## config.mk

```make
export PLATFORM = sky130hd
export DESIGN_NAME = wdt_gated_reload
export DESIGN_NICKNAME = d
export VERILOG_FILES = /design/src/rtl/wdt_pkg.sv /design/src/rtl/wdt_rst_sync.sv /design/src/rtl/wdt_prescaler.sv /design/src/rtl/wdt_counter.sv /design/src/rtl/wdt_pulse_gen.sv /design/src/rtl/wdt_gated_reload.sv
export SDC_FILE = /design/constraint.sdc
export NUM_CORES = 1
export LEC_CHECK = 0
export BUFFER_PORTS_ARGS = -buffer_cell sky130_fd_sc_hd__buf_2
export CELL_PAD_IN_SITES_DETAIL_PLACEMENT = 1
export CELL_PAD_IN_SITES_GLOBAL_PLACEMENT = 1
export CORE_ASPECT_RATIO = 2
export CORE_MARGIN = 2
export CORE_UTILIZATION = 44
export DETAILED_ROUTE_END_ITERATION = 12
export PLACE_DENSITY_LB_ADDON = 0.08
export SETUP_SLACK_MARGIN = 0.4
export SLEW_MARGIN = 10
export SYNTH_ARGS = -nofsm -noshare
export SYNTH_HDL_FRONTEND = slang
export SYNTH_SLANG_ARGS = --single-unit
```

## constraint.sdc

```tcl
create_clock -name clk -period 1.1 [get_ports clk]
set_input_delay 0.22 -clock clk [delete_from_list [all_inputs] [get_ports clk]]
set_output_delay 0.22 -clock clk [all_outputs]
set_load 0.02 [all_outputs]
```

## src/rtl/wdt_pkg.sv

```systemverilog
package wdt_pkg;
  typedef enum logic {
    PULSE_IDLE   = 1'b0,
    PULSE_ACTIVE = 1'b1
  } pulse_state_e;
endpackage

```

## src/rtl/wdt_rst_sync.sv

```systemverilog
module wdt_rst_sync (
  input  logic clk,
  input  logic rst_n_in,
  output logic rst_n_out
);
  logic [1:0] sync_q;

  always_ff @(posedge clk or negedge rst_n_in) begin
    if (!rst_n_in) sync_q <= 2'b00;
    else           sync_q <= {sync_q[0], 1'b1};
  end

  assign rst_n_out = sync_q[1];
endmodule

```

## src/rtl/wdt_prescaler.sv

```systemverilog
module wdt_prescaler #(
  parameter int PRE_W = 11
) (
  input  logic clk,
  input  logic rst_n,
  input  logic tick_i,
  input  logic clear_i,
  output logic step_o,
  output logic zero_o
);
  generate
    if (PRE_W == 0) begin : g_bypass
      assign step_o = tick_i & ~clear_i;
      assign zero_o = 1'b1;
    end else begin : g_div
      localparam logic [PRE_W-1:0] PRE_LAST = {PRE_W{1'b1}};
      logic [PRE_W-1:0] pre_q, pre_d;

      always_comb begin
        pre_d = pre_q;
        if (clear_i)     pre_d = '0;
        else if (tick_i) pre_d = pre_q + 1'b1;
      end

      always_ff @(posedge clk or negedge rst_n) begin
        if (!rst_n) pre_q <= '0;
        else        pre_q <= pre_d;
      end

      assign step_o = tick_i & ~clear_i & (pre_q == PRE_LAST);
      assign zero_o = (pre_q == '0);
    end
  endgenerate
endmodule

```

## src/rtl/wdt_counter.sv

```systemverilog
module wdt_counter #(
  parameter int CNT_W = 8
) (
  input  logic             clk,
  input  logic             rst_n,
  input  logic             hold_i,
  input  logic             step_i,
  input  logic             wr_i,
  input  logic [CNT_W-1:0] wdata_i,
  input  logic             arm_set_i,
  output logic             load_o,
  output logic             ovf_o,
  output logic [CNT_W-1:0] cnt_o,
  output logic             arm_o
);
  localparam logic [CNT_W-1:0] CNT_LAST = {CNT_W{1'b1}};

  logic [CNT_W-1:0] cnt_q, cnt_d;
  logic             arm_q, arm_d;
  logic             load;

  assign load = wr_i & arm_q & ~hold_i;

  always_comb begin
    cnt_d = cnt_q;
    if (hold_i)      cnt_d = '0;
    else if (load)   cnt_d = wdata_i;
    else if (step_i) cnt_d = cnt_q + 1'b1;
  end

  always_comb begin
    arm_d = arm_q;
    if (hold_i)         arm_d = 1'b0;
    else if (load)      arm_d = 1'b0;
    else if (arm_set_i) arm_d = 1'b1;
  end

  always_ff @(posedge clk or negedge rst_n) begin
    if (!rst_n) begin
      cnt_q <= '0;
      arm_q <= 1'b0;
    end else begin
      cnt_q <= cnt_d;
      arm_q <= arm_d;
    end
  end

  assign load_o = load;
  assign ovf_o  = step_i & ~load & ~hold_i & (cnt_q == CNT_LAST);
  assign cnt_o  = cnt_q;
  assign arm_o  = arm_q;
endmodule

```

## src/rtl/wdt_pulse_gen.sv

```systemverilog
module wdt_pulse_gen
  import wdt_pkg::*;
#(
  parameter int RST_TICKS = 2
) (
  input  logic clk,
  input  logic rst_n,
  input  logic tick_i,
  input  logic ovf_i,
  output logic pulse_o
);
  localparam int PCW = (RST_TICKS < 2) ? 1 : $clog2(RST_TICKS);
  localparam logic [PCW-1:0] TICK_LAST = PCW'(RST_TICKS - 1);

  pulse_state_e   state_q, state_d;
  logic [PCW-1:0] ticks_q, ticks_d;

  always_comb begin
    state_d = state_q;
    ticks_d = ticks_q;
    unique case (state_q)
      PULSE_IDLE: begin
        ticks_d = '0;
        if (ovf_i) state_d = PULSE_ACTIVE;
      end
      PULSE_ACTIVE: begin
        if (tick_i) begin
          if (ticks_q == TICK_LAST) begin
            state_d = PULSE_IDLE;
            ticks_d = '0;
          end else begin
            ticks_d = ticks_q + 1'b1;
          end
        end
      end
      default: state_d = PULSE_IDLE;
    endcase
  end

  always_ff @(posedge clk or negedge rst_n) begin
    if (!rst_n) begin
      state_q <= PULSE_IDLE;
      ticks_q <= '0;
    end else begin
      state_q <= state_d;
      ticks_q <= ticks_d;
    end
  end

  assign pulse_o = (state_q == PULSE_ACTIVE);
endmodule

```

## src/rtl/wdt_gated_reload.sv

```systemverilog
module wdt_gated_reload #(
  parameter int PRE_W     = 11,
  parameter int CNT_W     = 8,
  parameter int RST_TICKS = 2
) (
  input  logic             clk,
  input  logic             rst_n,
  input  logic             wd_en_n,
  input  logic             cyc_tick,
  input  logic             cnt_wr,
  input  logic [CNT_W-1:0] cnt_wdata,
  input  logic             arm_set,
  input  logic             pd_req,
  output logic             pd_ok,
  output logic             wdt_rst
);
  logic             rst_n_s;
  logic             hold;
  logic             pulse;
  logic             load;
  logic             step;
  logic             ovf;
  logic             pre_zero;
  logic [CNT_W-1:0] cnt_val;
  logic             arm_val;
  logic             pd_ok_q, pd_ok_d;

  wdt_rst_sync u_sync (
    .clk       (clk),
    .rst_n_in  (rst_n),
    .rst_n_out (rst_n_s)
  );

  assign hold = wd_en_n | pulse;

  wdt_prescaler #(.PRE_W(PRE_W)) u_pre (
    .clk     (clk),
    .rst_n   (rst_n_s),
    .tick_i  (cyc_tick),
    .clear_i (hold | load),
    .step_o  (step),
    .zero_o  (pre_zero)
  );

  wdt_counter #(.CNT_W(CNT_W)) u_cnt (
    .clk       (clk),
    .rst_n     (rst_n_s),
    .hold_i    (hold),
    .step_i    (step),
    .wr_i      (cnt_wr),
    .wdata_i   (cnt_wdata),
    .arm_set_i (arm_set),
    .load_o    (load),
    .ovf_o     (ovf),
    .cnt_o     (cnt_val),
    .arm_o     (arm_val)
  );

  wdt_pulse_gen #(.RST_TICKS(RST_TICKS)) u_pulse (
    .clk     (clk),
    .rst_n   (rst_n_s),
    .tick_i  (cyc_tick),
    .ovf_i   (ovf),
    .pulse_o (pulse)
  );

  always_comb pd_ok_d = pd_req & wd_en_n;

  always_ff @(posedge clk or negedge rst_n_s) begin
    if (!rst_n_s) pd_ok_q <= 1'b0;
    else          pd_ok_q <= pd_ok_d;
  end

  assign pd_ok   = pd_ok_q;
  assign wdt_rst = pulse;
endmodule

```

==> results of run 1 <==
-- state kept, by name, indices dropped and copies added (netlist names) --
name / cells
u_pre.g_div.pre_q: 11
u_cnt.cnt_o: 8
u_sync.sync_q: 2
pd_ok: 1
u_cnt.arm_o: 1
u_pulse.pulse_o: 1
u_pulse.ticks_q: 1
-- Yosys cell counts --
library cell,instances,area share (%)
nor3b_1,1,0.56
mux2i_1,8,6.0
nor4_4,2,3.2
nand3_1,6,2.3
nand4_4,1,1.6
buf_6,1,0.85
and2_1,5,2.3
conb_1,1,0.28
nor3_1,5,1.9
nand4_1,3,1.4
nor4_1,4,1.9
ha_1,2,1.9
a32oi_1,3,2.0
clkbuf_1,2,0.56
nor2_1,17,4.8
dfrtp_1,25,47
xnor2_1,7,4.6
nand2_1,16,4.5
nor4b_1,1,0.66
and4_2,1,0.75
inv_1,2,0.56
or3_2,1,0.56
o21ai_0,6,2.3
xor2_1,4,2.6
nand3_4,1,1.3
nand2b_1,3,1.4
a21oi_1,3,1.1
a211o_1,1,0.66
a211oi_1,1,0.56
-- placed cells by master, fill, tap and decap left out, types with 2 or more instances in the layout --
cell type  count
mux2i_1        7
a32oi_1        3
nor3_1         4
xnor2_1        5
and2_1         4
nand4_1        3
nor2_4         3
buf_4         27
buf_2         14
o21ai_0        5
nand2_1       15
a21oi_1        2
xnor2_2        2
buf_6         14
nor2_1        13
inv_1          2
buf_8          2
nor4_4         5
xor2_1         3
nand2b_1       3
nand3_2        2
nand3_1        4
dfrtp_1       22
dfrtp_2        2
clkbuf_8       3
-- power groups by stage --
stage	sequential, W	combinational, W	clock (W)
after CTS	0.00102	0.000268	0.000569
after global placement	0.00103	0.000183	0
after floorplan	0.00103	0.000107	0
after global routing	0.00104	0.000341	0.000611
final	0.00103	0.000317	0.000577
after detailed placement	0.00104	0.000201	0
-- worst reg2reg max path, delay by kind of cell (launching register included) --
kind / cells / cell delay (ps)
fa+ha+maj: 1 / 170
buf+inv: 1 / 170
flops: 1 / 430
mux: 1 / 280
simple gates: 3 / 480
-- per-stage QoR --
step	hold WS (ps)	util [%]	setup TNS [ps]	total power [W]	worst slack, ps
after floorplan	-75.6	-	-3520	0.00113	-329
after global placement	3.98	56.5	-4470	0.00122	-365
after detailed placement	7.14	56.5	-5810	0.00124	-455
after CTS	155	66.2	-5370	0.00186	-403
after global routing	165	71.5	-8440	0.00199	-626
final	158	71.5	-7420	0.00192	-549
-- logic make-up after synthesis --
logic type | share of synthesized area (%)
AO/OA/AOI/OAI | 6.57
buffers and inverters | 1.97
other | 0.281
AND/OR/NAND/NOR | 29.1
multiplexers | 6.01
adder cells (fa/ha/maj) | 1.88
XOR/XNOR | 7.23
flip-flops | 46.9
-- routing by layer --
metal | vias up | global-route usage, %
li1 | 588 | -
met1 | 657 | 28.8
met2 | 24 | 52.0
met3 | 11 | 2.20
met4 | 0 | 10.3
met5 | - | 0
-- layout make-up --
type | instances | area share (%)
multi-input combinational | 103 | 41.7
sequential | 25 | 30.4
timing repair buffer | 59 | 23.6
clock buffer | 4 | 2.17
tap | 30 | 1.81
inverter | 2 | 0.361
-- worst max-delay path by stage --
stage | cells after the start | slack (ps) | endpoint
finish | 6 | -550 | u_cnt.cnt_o[5]
global route | 6 | -630 | u_cnt.cnt_o[7]
CTS | 6 | -400 | u_cnt.cnt_o[6]
detailed placement | 5 | -450 | u_pre.g_div.pre_q[10]
global placement | 5 | -360 | u_cnt.cnt_o[5]
floorplan | 4 | -330 | u_pre.g_div.pre_q[6]
-- what timing repair did --
action | in CTS | in global routing
gates cloned | 1 | 0
gates resized for setup | 35 | 18
hold buffers | 1 | 0
endpoints found under the setup margin | 24 | 25
endpoints found under the hold margin | 2 | 0
pin swaps | 18 | 14
buffers inserted | 12 | 8
==> results.toml, run 1 <==
[run_status]
outcome = "finished with violations"
violations = "setup timing"

[timing]
setup_viol = 21
fin_crit_ps = 1650
period_share_pct = 150
finalMaxSlewViolations = 0
fin_skew_ps = 9.37
rsz0062_at_grt = "yes"
hold_viol = 0
worst_slack_ps = -549
fmax_ghz = 0.606

[synth]
yosysSeqAreaShare_pct = 46.9
synth_cell_types = 29
ys_seq_elements = 25
syn_area_per_cell_um2 = 10.0
syn_nets = 150
synth_cells = 133
yosys_warnings = 0
synth_area_um2 = 1330

[power]
intPower_w = 0.00139
power_frac_comb_pct = 16.5
ir_drop_mv = 0.813
power.density_nw_per_um2 = 925
pwr-share-clk_pct = 30.0
seq_power_share_pct = 53.5
power_switching_w = 0.000530
swShare_pct = 27.5
p_leak_nw = 0.978

[clock_network]
max-clock-path-buffers = 2
h-tree-depth = 1
cts.sinks = 25
root_buffer = "clkbuf_8"
cts_buffers = 3
cts_tree = "yes"
clk_pin_slew_ps = 100
worst_skew_pair.late_latency_ps = 280

[global_routing]
grt_antenna_before_repair = 0
grt_pass1_vias = 1385
grt_usage_pct = 26.8
grt_pass1_wl_um = 6870
grt_max_degree = 24
overflow = 0

[worst_setup_path]
cp.required_ps = 1260
critical_path_class = "flip-flop to flip-flop"
path_max_fanout = 4
crit_chain = "ha_4 > nand4_4 > buf_12 > nor4_4 > mux2i_1 > nand2_1"
rr_startpoint = "u_pre.g_div.pre_q[1]"
timing.critical_path.from = "u_pre.g_div.pre_q[1]"
arrival_ps = 1810
rr_worst_depth = 6
cpLargestDelayFamily = "simple AND/OR/NAND/NOR gates"
timing.critical_path.buf_inv = 1
end_kind = "flip-flop"
start_kind = "flip-flop"
r2r_end = "u_cnt.cnt_o[5]"
slowest_delay_ps = 430
critical-path-slowest-cell = "dfrtp_1"
ff2ff_setup_slack_ps = -550

[floorplanning]
die_w_um = 42.9
dieHeight_um = 81.8
rows = 28
dieArea_um2 = 3510
coreArea_um2 = 2910
ios = 17
start_util_pct = 45.8

[layout]
fin_cells = 223
fin_nets = 211
areaGrowthSynthToFinish_pct = 56.0
regArea_um2 = 632
fill_cells = 300
final_area_um2 = 2080
drive_gt1_share_pct = 48.7
multiInputGateArea_um2 = 866
n_antenna_cell = 0

[placed_design]
dp_cells = 197
post_dp_cell_area_um2 = 1640
hpwl_um = 2730
gp_congestion = 0.789
portBuffers = 16

[routing]
wl_met3_um = 63
drc = 0
wire_per_inst_um = 21.6
drt-met1-wl_um = 1730
route.met2.wl_um = 2870
routed_wl_um = 4830
drt_iter0_markers = 19
via_per_inst = 5.74
drtPass1Iterations = 4
antenna_left = 0
vias = 1280
top_layer = "met4"

[worst_hold_path]
holdPathStages = 2
hp-start = "pd_req"
worstHoldPathType = "input port to flip-flop"
whs_endpoint = "pd_ok"

[job]
maxCapViolations = 0
Note: power is estimated with default switching activity, not from simulation.
==> inputs of run 2 (changes only) <==
--- a/config.mk
+++ b/config.mk
@@ -5,12 +5,13 @@
 export SDC_FILE = /design/constraint.sdc
 export NUM_CORES = 1
 export LEC_CHECK = 0
+export ABC_AREA = 1
 export BUFFER_PORTS_ARGS = -buffer_cell sky130_fd_sc_hd__buf_2
 export CELL_PAD_IN_SITES_DETAIL_PLACEMENT = 1
 export CELL_PAD_IN_SITES_GLOBAL_PLACEMENT = 1
 export CORE_ASPECT_RATIO = 2
 export CORE_MARGIN = 2
-export CORE_UTILIZATION = 44
+export CORE_UTILIZATION = 37
 export DETAILED_ROUTE_END_ITERATION = 12
 export PLACE_DENSITY_LB_ADDON = 0.08
 export SETUP_SLACK_MARGIN = 0.4
==> constraint.sdc (replaced) <==
create_clock -name clk -period 1.5 [get_ports clk]
set_input_delay 0.3 -clock clk [delete_from_list [all_inputs] [get_ports clk]]
set_output_delay 0.3 -clock clk [all_outputs]
set_load 0.02 [all_outputs]
==> run 2 against run 1 <==
  * The run now ends clean
  * Die area increased by 20%
  * Clock power decreased by 29%
  * Critical path type unchanged
  * Largest power group unchanged
  * Cell area decreased by 10%
  * Sequential power decreased by 28%
  * Highest routed layer unchanged
  * Count of clock-buffer cells in the layout unchanged
==> results.toml, run 2 <==
[synth]
synth_edf_count = 0
ys_async_sr_fraction_pct = 100
yosysSeqAreaShare_pct = 46.0
ys_top_cells_by_count = "nand2_1, dfrtp_1, nand3_1, inv_1, nor2_1"
syn_nets = 197
yosysMostFrequentCell = "nand2_1"
yosys_warnings = 0
synth_area_um2 = 1360
synthTopCellsByArea = "dfrtp_1, nand2_1, nand3_1, inv_1, nor2_1"
synth.top_cell.area_share_pct = 46.0
ys_seq_elements = 25
synth_flop_cell = "dfrtp_1"
yosys.area.top_type = "dfrtp_1"
synth_cells = 180
syn_area_per_cell_um2 = 7.55
synth_cell_types = 24

[routing]
drtPass1Iterations = 3
routed_wl_um = 4020
drc = 0
vias = 1348
antenna_left = 0
drt_iter0_markers = 21
via_per_inst = 5.05
wire_per_inst_um = 15.1

[power]
ir_drop_mv = 0.496
fin_total_pwr_w = 0.00137
power.density_nw_per_um2 = 735
p_leak_nw = 0.910

[clock_network]
root_buffer = "clkbuf_8"
worst_skew_pair.late_latency_ps = 270
clk_pin_slew_ps = 90
cts_tree = "yes"
max-clock-path-buffers = 2
h-tree-depth = 1
cts_buffers = 3
cts.sinks = 25

[floorplanning]
ios = 17
dieHeight_um = 89.7
die_w_um = 46.9
start_util_pct = 38.1
coreArea_um2 = 3570
dieArea_um2 = 4200
rows = 31

[placed_design]
gp_congestion = 0.798
portBuffers = 16
hpwl_um = 2930

[worst_setup_path]
timing.critical_path.buf_inv = 2
ff2ff_setup_slack_ps = 170
path_max_fanout = 5
start_kind = "flip-flop"
critical-path-slowest-cell = "dfrtp_2"
cpLargestDelayFamily = "flip-flops"
slowest_delay_ps = 420
end_kind = "flip-flop"
crit_chain = "ha_4 > inv_2 > nor2_4 > nand2_2 > o21bai_4 > nand2_2 > inv_4 > nand2_1 > nand2_1"
cp.required_ps = 1710
critical_path_class = "flip-flop to flip-flop"
arrival_ps = 1550

[run_status]
outcome = "complete, no violations"

[job]
maxCapViolations = 0

[timing]
fin_setup_tns_ps = 0
hold_viol = 0
rsz0062_at_grt = "yes"
fmax_ghz = 0.750
fin_crit_ps = 1330
finalMaxSlewViolations = 0
period_share_pct = 88.8
fin_skew_ps = 1.70
setup_viol = 0

[layout]
drive_gt1_share_pct = 34.4
fill_cells = 464
layout_common_cells = "nand2_1, dfrtp_1, nand3_1, inv_1, buf_4"
fin_nets = 236
regMostFlops = "u_pre.g_div.pre_q"
final_common_cell = "nand2_1"
n_antenna_cell = 0
largest_reg_flops = 11
areaGrowthSynthToFinish_pct = 37.5

[global_routing]
grt_max_degree = 24
grt_pass1_vias = 1405
overflow = 0
grt_antenna_before_repair = 0
grt_pass1_wl_um = 6330
grt_usage_pct = 20.8

[worst_hold_path]
worstHoldPathType = "input port to flip-flop"
run 2: path summary, 6_finish.rpt:
kind,startpoint,endpoint,cells after the start
min reg2reg,u_sync.sync_q[1],pd_ok,1
min,pd_req,pd_ok,3
max reg2reg,u_pre.g_div.pre_q[0],u_cnt.cnt_o[3],9
min in group asynchronous,u_sync.sync_q[1],pd_ok,1
max,u_pre.g_div.pre_q[0],u_cnt.cnt_o[3],9
max in group asynchronous,u_sync.sync_q[1],u_pre.g_div.pre_q[0],1
run 2: metrics by stage:
stage	worst slack (ps)	utilization, %	instances	cell area [µm²]	hold slack (ps)
global route	98.5	52.3	267	1870	223
global placement	177	43.3	247	1550	85.2
floorplan	265	-	180	1390	4.41
CTS	176	47.4	258	1690	206
detailed placement	128	43.3	247	1550	87.2
finish	167	52.3	267	1870	208
run 2: layer usage:
layer	track usage, %	vias up	share of wire [%]
met4	9.49	0	2.4
met3	2.01	7	1.1
met5	0	-	0
li1	-	660	-
met1	21.2	666	35
met2	38.1	15	61
run 2: where the power goes:
group / total [W] / internal [W] / switching [W] / leakage (nW)
logic: 0.000226 / 0.000101 / 0.000125 / 0.554
clock network: 0.000408 / 0.000190 / 0.000218 / 0.0228
registers: 0.000738 / 0.000703 / 0.0000353 / 0.334
run 2: tightest hold or removal path, cell delays in order:
cell     delay (ps)
buf_2            70
nand2_1          40
inv_1            40
run 2: cells by family (layout without fill, tap and decap cells):
kind of cell | after synthesis | after routing | synth area share, %
AND/OR/NAND/NOR | 106 | 106 | 34.7
flip-flops | 25 | 25 | 46.0
buffers and inverters | 23 | 61 | 6.54
AO/OA/AOI/OAI | 22 | 22 | 9.94
adder cells (fa/ha/maj) | 2 | 2 | 1.84
other | 1 | 1 | 0.276
XOR/XNOR | 1 | 1 | 0.645
run 2: area by class of cell:
cell class	instances	area [µm²]	share of cell area (%)
Clock buffer	4	45.0	2.41
Inverter	21	96.3	5.16
Multi-Input combinational cell	132	777	41.6
Sequential cell	25	628	33.6
Tap cell	49	61.3	3.28
Timing Repair Buffer	36	260	13.9
run 2: what timing repair did:
action                                  in CTS  in global routing
endpoints found under the setup margin      21                 22
setup buffers                                6                  9
hold endpoints to repair                     2                  0
resized for setup                           13                 29
pin swaps                                    4                 13
hold buffers                                 1                  0
gates cloned                                 0                  0
